File: src/rtl/led_blink_pkg.sv
package led_blink_pkg;
  typedef enum logic [1:0] {
    DUTY_FULL    = 2'b00,
    DUTY_HALF    = 2'b01,
    DUTY_QUARTER = 2'b10,
    DUTY_EIGHTH  = 2'b11
  } duty_e;

  typedef struct packed {
    duty_e duty;
    logic  modulate;
    logic  force_off;
    logic  follow;
  } led_cfg_t;

  localparam int PHASE_W = 3;
endpackage

File: src/rtl/led_rst_sync.sv
module led_rst_sync (
  input  logic clk,
  input  logic rst_n,
  output logic rst_sync_n
);
  logic meta_q;
  logic sync_q;

  always_ff @(posedge clk or negedge rst_n) begin
    if (!rst_n) begin
      meta_q <= 1'b0;
      sync_q <= 1'b0;
    end else begin
      meta_q <= 1'b1;
      sync_q <= meta_q;
    end
  end

  assign rst_sync_n = sync_q;
endmodule

File: src/rtl/blink_timebase.sv
module blink_timebase #(
  parameter int N = 3
) (
  input  logic                                clk,
  input  logic                                rst_n,
  input  logic                                half_rate,
  output logic                                tick,
  output logic                                mod_slot,
  output logic [led_blink_pkg::PHASE_W-1:0]   phase
);
  import led_blink_pkg::*;
  localparam int CNT_W = N + 1;

  logic [CNT_W-1:0]   cnt_q, cnt_d;
  logic [PHASE_W-1:0] phase_q, phase_d;

  always_comb begin
    tick    = half_rate ? (&cnt_q) : (&cnt_q[N-1:0]);
    cnt_d   = cnt_q + CNT_W'(1);
    phase_d = phase_q;
    if (tick) begin
      phase_d = phase_q + PHASE_W'(1);
    end
  end

  always_ff @(posedge clk or negedge rst_n) begin
    if (!rst_n) begin
      cnt_q   <= '0;
      phase_q <= '0;
    end else begin
      cnt_q   <= cnt_d;
      phase_q <= phase_d;
    end
  end

  assign mod_slot = (cnt_q[1:0] == 2'b00);
  assign phase    = phase_q;
endmodule

File: src/rtl/led_channel.sv
module led_channel (
  input  logic                              clk,
  input  logic                              rst_n,
  input  led_blink_pkg::led_cfg_t           cfg,
  input  logic [led_blink_pkg::PHASE_W-1:0] phase,
  input  logic                              mod_slot,
  input  logic                              detect,
  output logic                              led
);
  import led_blink_pkg::*;

  logic pattern;
  logic led_d;
  logic led_q;

  always_comb begin
    unique case (cfg.duty)
      DUTY_FULL:    pattern = cfg.modulate ? mod_slot : 1'b1;
      DUTY_HALF:    pattern = (phase < PHASE_W'(4));
      DUTY_QUARTER: pattern = (phase < PHASE_W'(2));
      DUTY_EIGHTH:  pattern = (phase == '0);
      default:      pattern = 1'b0;
    endcase
    if (cfg.force_off) begin
      led_d = 1'b0;
    end else if (cfg.follow && !detect) begin
      led_d = 1'b0;
    end else begin
      led_d = pattern;
    end
  end

  always_ff @(posedge clk or negedge rst_n) begin
    if (!rst_n) begin
      led_q <= 1'b0;
    end else begin
      led_q <= led_d;
    end
  end

  assign led = led_q;
endmodule

File: src/rtl/led_blink_ctrl.sv
module led_blink_ctrl #(
  parameter int N = 3
) (
  input  logic       clk,
  input  logic       rst_n,
  input  logic       half_rate,
  input  logic [1:0] red_duty,
  input  logic       red_mod,
  input  logic       red_off,
  input  logic [1:0] blue_duty,
  input  logic       blue_mod,
  input  logic       blue_off,
  input  logic       blue_follow,
  input  logic       sig_detect,
  output logic       red_led,
  output logic       blue_led,
  output logic       det_strobe
);
  import led_blink_pkg::*;
  localparam int NUM_LED = 2;

  logic               rst_int_n;
  logic               tick;
  logic               mod_slot;
  logic [PHASE_W-1:0] phase;
  led_cfg_t           cfg   [NUM_LED];
  logic               leds  [NUM_LED];

  initial begin
    if (N < 2) $error("N must be at least 2 for the modulation slot");
  end

  led_rst_sync u_rst (
    .clk        (clk),
    .rst_n      (rst_n),
    .rst_sync_n (rst_int_n)
  );

  blink_timebase #(.N(N)) u_tb (
    .clk       (clk),
    .rst_n     (rst_int_n),
    .half_rate (half_rate),
    .tick      (tick),
    .mod_slot  (mod_slot),
    .phase     (phase)
  );

  // index 0 = red (never follows detect), index 1 = blue
  assign cfg[0] = '{duty: duty_e'(red_duty), modulate: red_mod,
                    force_off: red_off, follow: 1'b0};
  assign cfg[1] = '{duty: duty_e'(blue_duty), modulate: blue_mod,
                    force_off: blue_off, follow: blue_follow};

  for (genvar g = 0; g < NUM_LED; g++) begin : g_led
    led_channel u_ch (
      .clk      (clk),
      .rst_n    (rst_int_n),
      .cfg      (cfg[g]),
      .phase    (phase),
      .mod_slot (mod_slot),
      .detect   (sig_detect),
      .led      (leds[g])
    );
  end

  assign red_led    = leds[0];
  assign blue_led   = leds[1];
  assign det_strobe = tick;
endmodule

File: config.mk
export PLATFORM = sky130hd
export DESIGN_NAME = led_blink_ctrl
export DESIGN_NICKNAME = d
export VERILOG_FILES = /design/src/rtl/led_blink_pkg.sv /design/src/rtl/led_rst_sync.sv /design/src/rtl/blink_timebase.sv /design/src/rtl/led_channel.sv /design/src/rtl/led_blink_ctrl.sv
export SDC_FILE = /design/constraint.sdc
export NUM_CORES = 1
export LEC_CHECK = 0
export CORE_MARGIN = 2
export CORE_UTILIZATION = 39
export CTS_CLUSTER_SIZE = 14
export DETAILED_ROUTE_END_ITERATION = 6
export GPL_TIMING_DRIVEN = 0
export PLACE_DENSITY = 0.72
export SYNTH_ARGS = -nofsm -noshare
export SYNTH_HDL_FRONTEND = slang
export SYNTH_SLANG_ARGS = --single-unit
File: constraint.sdc
create_clock -name clk -period 1.99 [get_ports clk]
set_clock_uncertainty 0.15 [all_clocks]
set_input_delay 0.398 -clock clk [delete_from_list [all_inputs] [get_ports clk]]
set_output_delay 0.398 -clock clk [all_outputs]
set_load 0.05 [all_outputs]
# == Word level (Yosys, flattened, before mapping) ==
# Cells that the tools add are included.
# op_classes
add_sub_neg,2
n_lt_le_gt_ge,2
eq_ne,6
n_mux,8
reduce_logical,8
# ops
cell,n
$eq A2 B2 Y1 const B,4
$pmux W1 S4,2
$logic_not A2 Y1,3
$mux W1,6
$add A4 B1 Y4 const B,1
$eq A2 B1 Y1 const B,2
$reduce_and A4 Y1,1
$add A3 B1 Y3 const B,1
$logic_not A3 Y1,1
$lt A3 B2 Y1 const B,1
$lt A3 B3 Y1 const B,1
$reduce_and A3 Y1,1
$logic_and A1 B1 Y1,1
$logic_not A1 Y1,1
# totals
reg_bits,11
input_bits,13
out_inout_bits,3
word_cells,32

# == Longest topological paths before layout ==
# logic_depth
depth_word,5
mapped_depth,5
ltp_nobuf,5

# == Cells and area by module ==
# Synthesis repeated with hierarchy kept, for this count alone.
# unflattened
cells_unflattened,41
hier_area_um2,506.7
# modules_own_cells
module,n_inst,cells_per_inst,area_each_um2,seq_area_each_um2
blink_timebase,1,23,319.1,175.2
led_channel,2,7,65.1,25.0
led_rst_sync,1,3,53.8,50.0
led_blink_ctrl,1,1,3.8,0.0

# == Least setup slack after synthesis ==
# OpenSTA, ideal clock, no wires.
# synth_path
path_type,flip-flop to output port
from,register u_tb.cnt_q[0]
to,output port det_strobe
t_arrival_ps,1222
required_ps,1442
path_slack_ps,220
path_stages_with_launch,6
path_buffers,0
path_cell_list,dfrtp_1 > ha_1 > ha_1 > nor2b_1 > nor2_4 > inv_1
# synth_between
elab_chain_cells,2
elab_cells_between_ends,3
cone_classes,mux (1); reduce/logical (2)
# synth_lines
element,line_no,rtl
"start, declared",blink_timebase.sv:14,"logic [CNT_W-1:0] cnt_q, cnt_d;"
"start signal, assigned",blink_timebase.sv:31,cnt_q <= cnt_d;
$reduce_and A4 Y1 / $reduce_and A3 Y1 (equally long branches),blink_timebase.sv:18,tick = half_rate ? (&cnt_q) : (&cnt_q[N-1:0]);
$mux W1 *,blink_timebase.sv:18,
"end, declared",led_blink_ctrl.sv:17,output logic det_strobe
# Mark *: on every way between the ends. The rest lies on a longest branch, timed or not.

# == Worst setup path in the final report ==
# Ends and elaborated chain as after synthesis.

==> flow_summary.json <==
{
  "status": "finished, violations left",
  "violations": "hold timing",
  "switchingPower_mw": 0.176,
  "p_leak_nw": 0.384,
  "power_density_nw_per_um2": 758,
  "place_area_um2": 684,
  "clkTransAtPathRegs_ns": 0.07,
  "clkSinkCount": 11,
  "synth_common_cells": "dfrtp_1 (11), inv_1 (6), ha_1 (5)",
  "numCtsBuffers": 3,
  "synth-edff-count": 0,
  "syn_area_per_cell_um2": 12.0,
  "rsz0062_at_grt": "yes",
  "max_slew.worst_pin.slew_ns": 0.508,
  "ant_nets": 0,
  "final_max_slew_viol_count": 0,
  "drcViolationCount": 0,
  "hold_class": "reg -> async",
  "synthDistinctLibCells": 19,
  "cts_tree": "yes",
  "ys_ff_latch": 11,
  "synth_ff_type": "dfrtp_1",
  "wl_um": 911,
  "r2r_cells": 7,
  "nets": 86,
  "dp_hpwl_um": 653,
  "pin_count": 16,
  "drtIter0Drc": 1,
  "period_needed_ns": 1.97,
  "hold_ws_ns": -0.00726,
  "netSwitchingFraction": 0.297,
  "timing.rr.start": "u_tb.cnt_q[0]",
  "crit_required_ns": 1.44,
  "vias": 385,
  "clock_path_buffers": 2,
  "crit_type": "reg -> out",
  "reg2reg_to": "u_tb.phase[1]",
  "clock_latency_ns": 0.27,
  "synth_warnings": 0,
  "diodes": 0,
  "core_um2": 1270,
  "cts_max_level": 1,
  "synth_cells": 43,
  "critPathLaunchType": "register",
  "grt_pass1_vias": 374,
  "clock-root-buffer": "clkbuf_4",
  "worst_ep_arrival_time_ns": 1.43,
  "ir_worst_vdd_mv": 0.393,
  "grt_antenna_before_repair": 0,
  "gp_congestion": 0.742,
  "yosysTopAreaCellShare": 0.534,
  "port_buffers": 15,
  "synth.most_common_cell": "dfrtp_1",
  "synth-async-reset-ratio": 1.00,
  "seq_area_um2": 275,
  "maxCapViolCount": 0,
  "wire_per_inst_um": 11.1,
  "comb_power_share": 0.241,
  "critPathCaptureType": "output pin",
  "grt_pass1_wl_um": 1530,
  "hold_buffers": 0,
  "fill_cells": 115,
  "start_util": 0.406,
  "worst-r2r-setup-slack_ns": 0.25,
  "synth_area_leader_cell": "dfrtp_1",
  "multiInputGateArea_um2": 243,
  "post-route-period-util": 0.992,
  "die_area_um2": 1630,
  "drive_gt1_frac": 0.239,
  "final_hold_viol_count": 9,
  "synthTopCellsByArea": "dfrtp_1 (53%), ha_1 (12%), xnor2_1 (5.1%)",
  "die_h_um": 40.4,
  "final_area_um2": 783,
  "yosysSeqAreaShare": 0.534,
  "drt_first_pass_iters": 2,
  "slew_headroom": 0.661,
  "viasPerCell": 4.70,
  "grt_max_degree": 10,
  "critical_path.max_fanout": 2,
  "max_freq_ghz": 0.507,
  "grt_usage": 0.158,
  "setup_viol": 0,
  "area_growth_pct": 51.9,
  "rows": 13,
  "synth_area_um2": 515,
  "grt_overflow": 0,
  "die_w_um": 40.4,
  "internal-power_mw": 0.418,
  "pwr-share-seq": 0.501,
  "power_frac_clock": 0.258,
  "synth_nets": 61
}
==> cell usage in the layout, fill, tap and decap left out, types with 2 or more instances in the layout <==
master,instances
buf_4,5
inv_1,5
xnor2_1,3
clkbuf_4,3
clkdlybuf4s50_1,12
ha_1,3
dfrtp_1,11
dlymetal6s2s_1,2
a21oi_1,3
o21ai_0,2
==> how the worst max path moves through the flow <==
stage / start / end / slack [ns] / cells after the start
2_1_floorplan: u_tb.cnt_q[0] / det_strobe / 0.22 / 5
3_3_place_gp: half_rate / det_strobe / -0.60 / 5
3_5_place_dp: half_rate / det_strobe / -0.60 / 5
4_1_cts: u_tb.cnt_q[1] / det_strobe / -0.01 / 6
5_1_grt: u_tb.cnt_q[0] / det_strobe / -0.06 / 6
6_report: u_tb.cnt_q[0] / det_strobe / 0.02 / 6
==> through the flow <==
| stage | power (mW) | util | setup slack, ns | std cells | TNS (ns) |
|---|---|---|---|---|---|
| 2_1_floorplan | 0.388 | - | 0.220 | 43 | 0 |
| 3_3_place_gp | 0.440 | 0.539 | -0.600 | 73 | -0.600 |
| 3_5_place_dp | 0.449 | 0.539 | -0.601 | 73 | -0.601 |
| 4_1_cts | 0.610 | 0.589 | -0.0137 | 80 | -0.0137 |
| 5_1_grt | 0.646 | 0.617 | -0.0560 | 82 | -0.0560 |
| 6_report | 0.594 | 0.617 | 0.0162 | 82 | 0 |
==> routing by layer <==
layer	GRT usage	up-vias	share of wire
li1	-	195	-
met1	0.171	172	0.41
met2	0.238	13	0.45
met3	0.0833	5	0.10
met4	0.100	0	0.032
met5	0	-	0
==> final cells by class <==
| type | instances | area share |
|---|---|---|
| Sequential cell | 11 | 0.351 |
| Tap cell | 15 | 0.0240 |
| Timing Repair Buffer | 20 | 0.252 |
| Inverter | 6 | 0.0288 |
| Clock buffer | 4 | 0.0335 |
| Multi-Input combinational cell | 26 | 0.310 |
==> what timing repair did <==
item | in CTS | in global routing
setup endpoints to repair | 1 | 3
pin swaps | 2 | 2
gates resized for setup | 12 | 5
setup buffers | 3 | 2
==> power by group through the flow <==
stage               sequential (mW)  combinational, mW  clock, mW
floorplan                     0.315             0.0729          0
global placement              0.302              0.138          0
detailed placement            0.304              0.145          0
CTS                           0.299              0.146      0.165
global route                  0.308              0.162      0.176
finish                        0.298              0.143      0.153
==> flip-flops by register name, summed over array words and instances (netlist names) <==
name / count
g_led.u_ch.led: 2
u_rst.meta_q: 1
u_rst.rst_sync_n: 1
u_tb.cnt_q: 4
u_tb.phase: 3
==> logic make-up after synthesis <==
group,synth area share
compound gates,0.0922
xor+xnor,0.0510
fa+ha+maj,0.121
buf+inv,0.0437
flops,0.534
mux,0.0291
other cells,0.00727
simple gates,0.121
==> worst max-delay path, stage by stage (launching register included) <==
cell     delay, ns
dfrtp_1       0.39
ha_2          0.21
ha_4          0.15
nor2b_4       0.12
nor2_4        0.09
inv_2         0.04
buf_8         0.14
(Power assumes the default switching activity.)
